==> config.mk <==
export PLATFORM = sky130hd
export DESIGN_NAME = line_ais_monitor
export DESIGN_NICKNAME = d
export VERILOG_FILES = /design/src/rtl/ais_pkg.sv /design/src/rtl/ais_window_counter.sv /design/src/rtl/ais_hysteresis.sv /design/src/rtl/ais_latch.sv /design/src/rtl/line_ais_monitor.sv
export SDC_FILE = /design/constraint.sdc
export NUM_CORES = 1
export LEC_CHECK = 0
export ABC_AREA = 1
export BUFFER_PORTS_ARGS = -buffer_cell sky130_fd_sc_hd__clkbuf_2
export CORE_MARGIN = 3
export CORE_UTILIZATION = 58
export DETAILED_ROUTE_END_ITERATION = 7
export GPL_ROUTABILITY_DRIVEN = 0
export PLACE_DENSITY = 0.78
export SETUP_SLACK_MARGIN = 0.02
export SYNTH_ARGS = -nofsm -noshare
export SYNTH_HDL_FRONTEND = slang
export SYNTH_SLANG_ARGS = --single-unit
==> constraint.sdc <==
create_clock -name clk_i -period 1.8 [get_ports clk_i]
set_input_delay 0.36 -clock clk_i [delete_from_list [all_inputs] [get_ports clk_i]]
set_output_delay 0.36 -clock clk_i [all_outputs]
set_load 0.01 [all_outputs]
==> src/rtl/ais_pkg.sv <==
package ais_pkg;
  typedef struct packed {
    logic done;  // one-cycle pulse after the last bit of a window
    logic ones;  // window held fewer zeros than the threshold
  } win_res_t;
endpackage

==> src/rtl/ais_window_counter.sv <==
module ais_window_counter
  import ais_pkg::*;
#(
  parameter int WIN_LEN     = 1536,
  parameter int ZERO_THRESH = 3
) (
  input  logic     clk_i,
  input  logic     rst_ni,
  input  logic     data_i,
  input  logic     valid_i,
  input  logic     frame_start_i,
  output win_res_t win_o
);
  localparam int CW = $clog2(WIN_LEN);
  localparam int ZW = $clog2(ZERO_THRESH + 1);
  localparam logic [ZW:0]   THR_W  = (ZW+1)'(ZERO_THRESH);
  localparam logic [CW-1:0] LAST_W = CW'(WIN_LEN - 1);

  logic [CW-1:0] bit_cnt, base_bits;
  logic [ZW-1:0] zero_cnt, base_z, zero_sat;
  logic [ZW:0]   zero_sum;
  logic          last_bit;

  // a frame-start bit always opens a fresh window
  always_comb begin
    base_bits = frame_start_i ? '0 : bit_cnt;
    base_z    = frame_start_i ? '0 : zero_cnt;
    zero_sum  = {1'b0, base_z} + (ZW+1)'(!data_i);
    zero_sat  = (zero_sum > THR_W) ? THR_W[ZW-1:0] : zero_sum[ZW-1:0];
    last_bit  = (base_bits == LAST_W);
  end

  always_ff @(posedge clk_i or negedge rst_ni) begin
    if (!rst_ni) begin
      bit_cnt  <= '0;
      zero_cnt <= '0;
      win_o    <= '0;
    end else begin
      win_o.done <= 1'b0;
      if (valid_i) begin
        if (last_bit) begin
          bit_cnt    <= '0;
          zero_cnt   <= '0;
          win_o.done <= 1'b1;
          win_o.ones <= (zero_sum < THR_W);
        end else begin
          bit_cnt  <= base_bits + CW'(1);
          zero_cnt <= zero_sat;
        end
      end
    end
  end

  AST_BITCNT_RANGE: assert property (@(posedge clk_i) disable iff (!rst_ni)
    bit_cnt <= LAST_W) else $error("bit count out of range");
  AST_DONE_NEEDS_BIT: assert property (@(posedge clk_i) disable iff (!rst_ni)
    win_o.done |-> $past(valid_i)) else $error("window closed without a bit");
  AST_HOLD_IDLE: assert property (@(posedge clk_i) disable iff (!rst_ni)
    !valid_i |=> $stable(bit_cnt)) else $error("idle cycle counted");
  AST_RESTART: assert property (@(posedge clk_i) disable iff (!rst_ni)
    (valid_i && frame_start_i && WIN_LEN > 1) |=> (bit_cnt == CW'(1))) else $error("no re-phase");
endmodule

==> src/rtl/ais_hysteresis.sv <==
module ais_hysteresis
  import ais_pkg::*;
#(
  parameter int DECLARE_WIN = 2,
  parameter int CLEAR_WIN   = 2
) (
  input  logic     clk_i,
  input  logic     rst_ni,
  input  win_res_t win_i,
  output logic     ais_o
);
  localparam int RMAX = (DECLARE_WIN > CLEAR_WIN) ? DECLARE_WIN : CLEAR_WIN;
  localparam int RW   = $clog2(RMAX + 1);
  localparam logic [RW-1:0] DEC_W = RW'(DECLARE_WIN);
  localparam logic [RW-1:0] CLR_W = RW'(CLEAR_WIN);

  logic [RW-1:0] ones_run, zero_run;
  logic          ais_q;

  always_ff @(posedge clk_i or negedge rst_ni) begin
    if (!rst_ni) begin
      ones_run <= '0;
      zero_run <= '0;
      ais_q    <= 1'b0;
    end else if (win_i.done) begin
      if (win_i.ones) begin
        zero_run <= '0;
        if (ones_run != DEC_W) ones_run <= ones_run + RW'(1);
        if (ones_run >= DEC_W - RW'(1)) ais_q <= 1'b1;
      end else begin
        ones_run <= '0;
        if (zero_run != CLR_W) zero_run <= zero_run + RW'(1);
        if (zero_run >= CLR_W - RW'(1)) ais_q <= 1'b0;
      end
    end
  end

  assign ais_o = ais_q;

  AST_CHANGE_ON_WINDOW: assert property (@(posedge clk_i) disable iff (!rst_ni)
    !$stable(ais_q) |-> $past(win_i.done)) else $error("alarm moved off a window");
  AST_RISE_ON_ONES: assert property (@(posedge clk_i) disable iff (!rst_ni)
    $rose(ais_q) |-> $past(win_i.ones)) else $error("declared on zero window");
  AST_FALL_ON_ZEROS: assert property (@(posedge clk_i) disable iff (!rst_ni)
    $fell(ais_q) |-> !$past(win_i.ones)) else $error("cleared on ones window");
endmodule

==> src/rtl/ais_latch.sv <==
module ais_latch (
  input  logic clk_i,
  input  logic rst_ni,
  input  logic set_i,
  input  logic clr_i,
  output logic latched_o
);
  logic latched_q;

  always_ff @(posedge clk_i or negedge rst_ni) begin
    if (!rst_ni)     latched_q <= 1'b0;
    else if (set_i)  latched_q <= 1'b1;
    else if (clr_i)  latched_q <= 1'b0;
  end

  assign latched_o = latched_q;

  AST_LATCH_SET: assert property (@(posedge clk_i) disable iff (!rst_ni)
    set_i |=> latched_q) else $error("sticky bit missed alarm");
  AST_LATCH_FALL: assert property (@(posedge clk_i) disable iff (!rst_ni)
    $fell(latched_q) |-> $past(clr_i && !set_i)) else $error("sticky bit lost");
endmodule

==> src/rtl/line_ais_monitor.sv <==
module line_ais_monitor
  import ais_pkg::*;
#(
  parameter int WIN_LEN     = 1536,
  parameter int ZERO_THRESH = 3,
  parameter int DECLARE_WIN = 2,
  parameter int CLEAR_WIN   = 2
) (
  input  logic clk_i,
  input  logic rst_ni,
  input  logic data_i,
  input  logic valid_i,
  input  logic frame_start_i,
  input  logic lof_i,
  input  logic ins_dis_ni,
  input  logic latch_clr_i,
  output logic ais_no,
  output logic ais_latched_o,
  output logic term_data_o,
  output logic term_valid_o
);
  win_res_t win;
  logic     ais;
  logic     force_ones;

  ais_window_counter #(.WIN_LEN(WIN_LEN), .ZERO_THRESH(ZERO_THRESH)) u_win (
    .clk_i, .rst_ni, .data_i, .valid_i, .frame_start_i, .win_o(win)
  );

  ais_hysteresis #(.DECLARE_WIN(DECLARE_WIN), .CLEAR_WIN(CLEAR_WIN)) u_hyst (
    .clk_i, .rst_ni, .win_i(win), .ais_o(ais)
  );

  ais_latch u_latch (
    .clk_i, .rst_ni, .set_i(ais), .clr_i(latch_clr_i), .latched_o(ais_latched_o)
  );

  assign force_ones   = ins_dis_ni && (ais || lof_i);
  assign term_data_o  = force_ones ? 1'b1 : data_i;
  assign term_valid_o = valid_i;
  assign ais_no       = !ais;

  AST_LOF_FORCES: assert property (@(posedge clk_i) disable iff (!rst_ni)
    (ins_dis_ni && lof_i) |-> term_data_o) else $error("lof not forced");
  AST_DISABLE_PASS: assert property (@(posedge clk_i) disable iff (!rst_ni)
    !ins_dis_ni |-> (term_data_o == data_i)) else $error("forced while disabled");
  AST_LATCH_COVERS: assert property (@(posedge clk_i) disable iff (!rst_ni)
    (!ais_no && $past(!ais_no)) |-> ais_latched_o) else $error("sticky below alarm");
endmodule

==> results of run 1 <==
==> synthesized netlist by cell type <==
cell	n
o21ai_1	7
nor3_2	1
nand2_2	5
nand4_1	2
xor2_1	3
nand3b_1	1
xnor2_1	2
nand3b_4	1
inv_4	1
o21ai_0	8
inv_2	2
nor2_1	11
clkbuf_1	1
inv_1	23
nor2_2	4
nand2_1	42
a21oi_1	3
nand3_2	1
dfrtp_1	21
nand4_2	1
ha_1	9
buf_4	1
nand3_1	11
nor2_4	3
==> final timing paths <==
path | startpoint | end | slack [ns] | cells after the start
setup reg to reg | u_win.bit_cnt[0]$_DFFE_PN0P_ | u_win.bit_cnt[7]$_DFFE_PN0P_ | 0.19 | 10
max in group asynchronous | rst_ni | u_latch.latched_o$_DFFE_PN0P_ | 1.44 | 1
hold reg to reg | u_win.bit_cnt[10]$_DFFE_PN0P_ | u_win.bit_cnt[10]$_DFFE_PN0P_ | 0.52 | 2
min in group clk_i | latch_clr_i | u_latch.latched_o$_DFFE_PN0P_ | 0.25 | 2
setup / recovery | u_win.bit_cnt[0]$_DFFE_PN0P_ | u_win.bit_cnt[7]$_DFFE_PN0P_ | 0.19 | 10
hold / removal | rst_ni | u_win.bit_cnt[6]$_DFFE_PN0P_ | 0.005 | 1
==> area by class of cell <==
cell class	instances	area [um^2]
Multi-Input combinational cell	115	663
Fill cell	167	631
Sequential cell	21	526
Inverter	26	100
Timing Repair Buffer	12	62.6
Tap cell	27	33.8
Clock buffer	4	26.3
==> sequential cells by signal, summed over array words and instances, names as in the netlist <==
name and cells:
u_hyst.ais_o 1, u_hyst.ones_run 2, u_hyst.zero_run 2, u_latch.latched_o 1, u_win.bit_cnt 11, u_win.win_o 2, u_win.zero_cnt 2
==> kinds of logic after synthesis <==
logic type,share of synthesized area
simple gates,0.320
compound gates,0.0693
buf+inv,0.0857
fa+ha+maj,0.0866
xor+xnor,0.0337
flops,0.404
==> metal layers <==
| layer | global-route usage | share of wire |
|---|---|---|
| met1 | 0.286 | 0.43 |
| met2 | 0.406 | 0.51 |
| met3 | 0.0338 | 0.055 |
| met4 | 0.0723 | 0.0095 |
| met5 | 0 | 0 |
==> stage by stage <==
step	setup slack (ns)	power, uW	utilization	hold WS (ns)	cells
after floorplan	0.381	560	-	0.0644	164
after global placement	0.0737	595	0.678	0.359	201
after detailed placement	0.0364	602	0.678	0.358	201
after CTS	0.188	830	0.691	0.0127	205
after global routing	0.0340	850	0.691	0.0237	205
final	0.187	819	0.691	0.00494	205
==> power by group through the flow <==
stage               registers, uW  clock network, uW  logic [uW]
finish                        499                228        91.9
global route                  501                244         106
CTS                           499                237        93.5
detailed placement            509                  0        93.3
global placement              507                  0        87.9
floorplan                     505                  0        54.9
==> placed cells by master, fill, tap and decap left out <==
master	count
nand2_1	42
inv_1	23
dfrtp_1	21
nor2_1	11
nand3_1	11
clkbuf_2	11
ha_1	9
o21ai_0	8
o21ai_1	7
nand2_2	5
nor2_2	4
nor2_4	3
xor2_1	3
a21oi_1	3
clkbuf_4	3
inv_2	2
xnor2_1	2
nand4_1	2
inv_4	1
nand4_2	1
nand3_2	1
nand3b_4	1
nor3_2	1
nand3b_1	1
clkbuf_1	1
buf_4	1
==> run summary, run 1 <==
Crit Path Category: reg2reg
share of the synthesized area in the top cell type: 0.404
Combinational Power Share: 0.112
Crit. End Element: register
setup repair bufs after CTS: 0
Clock Skew: 0.00478 ns
Critical Path Fanout Max: 3
Hold WC Path Type: in2async
crit-path cells: inv_1 > nor2_1 > ha_1 > nand2_1 > nor2_2 > nand3_1 > nor2_1 > nor2_2 > nand2_1 > nand2_1
Netlist cell types: 24
residual overflow from global routing: 0
number of I/O port buffers: 11
Starting Density: 0.637
vias in the first global route: 1,120
Die Ht: 53.3 um
register area share after synthesis: 0.404
GRT Util Overall: 0.231
CP dominant cell by count: nand2_1
total CTS buffers: 3
layout cell share with drive strength beyond 1: 0.191
Clock Sinks: 21
Crit path arrival time: 1.81 ns
RSZ-0062 raised after global routing: no
status: finished, final reports clean
vias: 1,072
I/O pin cnt: 12
Std-Cell Rows: 16
Syn Nets: 181
vias per cell: 5.23
CTS Hold Bufs: 0
power density over the cells: 580 nW/um^2
Layout Cell Area excl Fill: 1410 um^2
Yosys top cell by area: dfrtp_1
WL/cell: 12.9 um
first-pass GRT wire length: 4750 um
Top delay family on crit path: simple AND/OR/NAND/NOR gates
initial antenna violation count: 0
Final Critical Period: 1.61 ns
sw frac: 0.263
# DRC: 0
Int Pwr: 604 uW
DP Area: 1390 um^2
maximum clock insertion buffer count: 2
Syn Inst Count: 164
Final Slew Violations: 0
cells resized by post-CTS repair: 0
worst path bufs/invs: 1
die area: 2850 um^2
Antenna Violating Nets Remaining: 0
Die X: 53.3 um
Clock transition at path regs: 0.12 ns
largest net degree at the start of global routing: 22
Largest stage delay, worst path: 0.39 ns
leakage: 0.000715 uW
largest cells by area after synthesis: dfrtp_1 (40%), nand2_1 (12%), ha_1 (8.7%)
Synth Warn #: 0
TNS Setup: 0 ns
post-synthesis register bit count: 21
peak supply drop: 0.000506 V
Flop pwr share: 0.610
Root Buffer: clkbuf_4
detailed-router iteration count before antenna repair: 4
total wire length: 2640 um
Avg Cell Area, Syn: 7.93 um^2
Hold Fails Final Rpt: 0
Skew-Pair Late Insertion Delay: 0.30 ns
dpl hpwl: 2110 um
First DRT Iteration DRCs: 29
H-tree level count: 1
Slew headroom: 0.650
Worst setup SP type: register
n_diodes: 0
Tcrit/Tclk final: 0.896
count of endpoints failing setup in the final report: 0
core area: 2040 um^2
Worst path slowest cell: dfrtp_1
Slew @ Worst Pin: 0.526 ns
switching pwr: 215 uW
CTS tree: done
highest clock rate: 0.620 GHz
synthesized cell area: 1300 um^2
Clock Power Share: 0.278
max_cap viols: 0
WP data required: 2.00 ns
Final #Nets: 196
Area Growth Syn to Fin: 8.57%
Note: power is estimated with default switching activity, not from simulation.
==> inputs of run 2 (changes only) <==
ABC_AREA = unset   (was 1)
PLACE_DENSITY = 0.86   (was 0.78)
==> run 2 against run 1 <==
Effect of this change:
- via count decreased by 2.4%
- fmax decreased by 9.4%
- sequential power increased by 11%
- largest cell class unchanged
==> run summary, run 2 <==
status: finished, final reports clean
Combinational Power Share: 0.181 (+0.069)
Final #Nets: 175 (-11%)
sw frac: 0.294 (+0.0310)
first-pass GRT wire length: 4210 um (-11%)
CTS tree: done
vias in the first global route: 997 (-11%)
most common cell after layout, fill and taps aside: dfrtp_1
die area: 2830 um^2 (-0.69%)
Slew @ Worst Pin: 0.512 ns (-0.0131 ns)
Layout Cell Area excl Fill: 1480 um^2 (+5.0%)
Starting Density: 0.632 (-0.00490)
register area share after synthesis: 0.407 (+0.00314)
crit-path cells: or3b_4 > nor4_4 > buf_4 > nor2_1 > mux2_2
placed cells: 177 (-12%)
I/O pin cnt: 12 (unchanged)
maximum clock insertion buffer count: 2 (unchanged)
Die Ht: 53.2 um (-0.35%)
WL/cell: 13.8 um (+7.3%)
detailed-router iteration count before antenna repair: 4 (unchanged)
Clock Power Share: 0.251 (-0.027)
Skew-Pair Late Insertion Delay: 0.32 ns (+0.02 ns)
Main synth FF type: dfrtp_1
vias per cell: 5.68 (+8.7%)
Flop pwr share: 0.569 (-0.041)
Std-Cell Rows: 16 (unchanged)
Netlist cell types: 30 (+25%)
DP Area: 1420 um^2 (+2.8%)
Filler cells: 158 (-5.4%)
Clock Sinks: 21 (unchanged)
number of I/O port buffers: 11 (unchanged)
Worst setup SP type: register
Final Slew Violations: 0 (unchanged)
max_cap viols: 0 (unchanged)
Root Buffer: clkbuf_4
Top delay family on crit path: simple AND/OR/NAND/NOR gates
power density over the cells: 659 nW/um^2 (+14%)
Syn Nets: 154 (-15%)
Slew headroom: 0.658 (+0.00875)
WP data required: 2.02 ns (+0.02 ns)
largest net degree at the start of global routing: 26 (+18%)
Yosys top cell by area: dfrtp_1
share of the synthesized area in the top cell type: 0.407 (+0.00314)
Largest stage delay, worst path: 0.44 ns (+0.05 ns)
Avg Cell Area, Syn: 9.42 um^2 (+19%)
Clock transition at path regs: 0.13 ns (about the same)
post-synthesis register bit count: 21 (unchanged)
largest cells by area after synthesis: dfrtp_1 (41%), ha_1 (8.7%), mux2i_1 (5.4%)
total CTS buffers: 3 (unchanged)
total power: 976 uW (+19%)
H-tree level count: 1 (unchanged)
Crit path arrival time: 2.00 ns (+0.19 ns)
Int Pwr: 690 uW (+14%)
top-count cell post-synth: dfrtp_1
commonest non-fill, non-tap cells in the layout: dfrtp_1 (21), inv_1 (17), clkbuf_2 (11)
First DRT Iteration DRCs: 19 (-34%)
top cells by instance count after synthesis: dfrtp_1 (21), inv_1 (17), nor2b_1 (10)
leakage: 0.000680 uW (-4.9%)
dpl hpwl: 1840 um (-13%)
Hold WC Path Type: in2reg
max FFs per register: 11 (unchanged)
Antenna Violating Nets Remaining: 0 (unchanged)
Area Growth Syn to Fin: 14.8%
Die X: 53.2 um (-0.35%)
number of flops mapped to enable cells by yosys: 0 (unchanged)
Async S/R FF share, synth: 1.00 (unchanged)
Clock Skew: 0.00380 ns (-0.000985 ns)
switching pwr: 287 uW (+33%)
worst path bufs/invs: 1 (unchanged)
Syn Inst Count: 137 (-16%)
worst reg-to-reg setup slack: 0.02 ns (-0.17 ns)
total wire length: 2540 um (-3.7%)
Synth Warn #: 0 (unchanged)
peak supply drop: 0.000579 V (+14%)
count of endpoints failing setup in the final report: 0 (unchanged)
residual overflow from global routing: 0 (unchanged)
# DRC: 0 (unchanged)
Hold Fails Final Rpt: 0 (unchanged)
core area: 2040 um^2 (unchanged)
Most flops, register: u_win.bit_cnt
Critical Path Fanout Max: 7 (+4)
highest clock rate: 0.562 GHz (-9.4%)
n_diodes: 0 (unchanged)
Worst path slowest cell: dfrtp_1
Final Critical Period: 1.78 ns (+0.167 ns)
layout cell share with drive strength beyond 1: 0.223 (+0.0319)
vias: 1,046 (-2.4%)
Crit Path Category: reg2reg
GRT Util Overall: 0.210 (-0.0212)
synthesized cell area: 1290 um^2 (-0.77%)
fin cells: 184 (-10%)
Crit. End Element: register
Tcrit/Tclk final: 0.989 (+0.0926)
initial antenna violation count: 0 (unchanged)
run 2: area by class of cell:
| cell class | instances | area, um^2 | share of cell area |
|---|---|---|---|
| clock buffer | 3 | 22.5 | 0.0152 |
| sequential | 21 | 526 | 0.355 |
| timing repair buffer | 22 | 140 | 0.0946 |
| tap | 27 | 33.8 | 0.0228 |
| multi-input combinational | 93 | 688 | 0.465 |
| clock inverter | 1 | 7.51 | 0.00507 |
| inverter | 17 | 63.8 | 0.0431 |
run 2: cells by family (layout without fill, tap and decap cells):
| group | count (synthesis) | in the layout | synth area share |
|---|---|---|---|
| buf+inv | 23 | 43 | 0.0757 |
| simple gates | 46 | 46 | 0.211 |
| flops | 21 | 21 | 0.407 |
| fa+ha+maj | 9 | 9 | 0.0873 |
| compound gates | 27 | 27 | 0.129 |
| mux | 11 | 11 | 0.0892 |
run 2: power by group through the flow:
| stage | Clock [uW] | Sequential, uW | Combinational (uW) |
|---|---|---|---|
| after floorplan | 0 | 550 | 133 |
| after global placement | 0 | 559 | 164 |
| after detailed placement | 0 | 563 | 174 |
| after CTS | 255 | 554 | 178 |
| after global routing | 269 | 562 | 201 |
| final | 245 | 556 | 176 |
run 2: final timing paths:
check	from	end	depth (start not counted)
min	latch_clr_i	u_latch.latched_o$_DFFE_PN0P_	2
max in group asynchronous	rst_ni	u_win.bit_cnt[1]$_DFFE_PN0P_	2
min in group asynchronous	rst_ni	u_hyst.zero_run[0]$_DFFE_PN0P_	2
max reg2reg	u_win.bit_cnt[9]$_DFFE_PN0P_	u_win.zero_cnt[1]$_DFFE_PN0P_	5
max	u_win.bit_cnt[9]$_DFFE_PN0P_	u_win.zero_cnt[1]$_DFFE_PN0P_	5
min reg2reg	u_win.win_o[0]$_DFFE_PN0P_	u_hyst.zero_run[1]$_DFFE_PN0P_	1
run 2: per-layer routing:
metal  track usage  vias up  part of all wire
met5             0        -                 0
met4         0.106        0             0.018
met3        0.0479        6             0.037
met2         0.357       24              0.50
met1         0.244      502              0.44
li1              -      514                 -
run 2: what timing repair did:
action | in CTS | in global routing
setup buffers | 0 | 2
resized for setup | 0 | 1
hold endpoints to repair | 13 | 0
hold buffers | 1 | 0
setup endpoints to repair | 0 | 4
run 2: stage by stage:
step / TNS (ns) / utilization / hold slack (ns) / setup WS [ns]
6_report: 0 / 0.725 / 0.214 / 0.0198
5_1_grt: -0.0114 / 0.725 / 0.194 / -0.00765
4_1_cts: 0 / 0.717 / 0.202 / 0.0296
3_5_place_dp: -0.0292 / 0.697 / 0.358 / -0.0272
3_3_place_gp: 0 / 0.697 / 0.360 / 0.0224
2_1_floorplan: -0.135 / - / 0.0644 / -0.0406
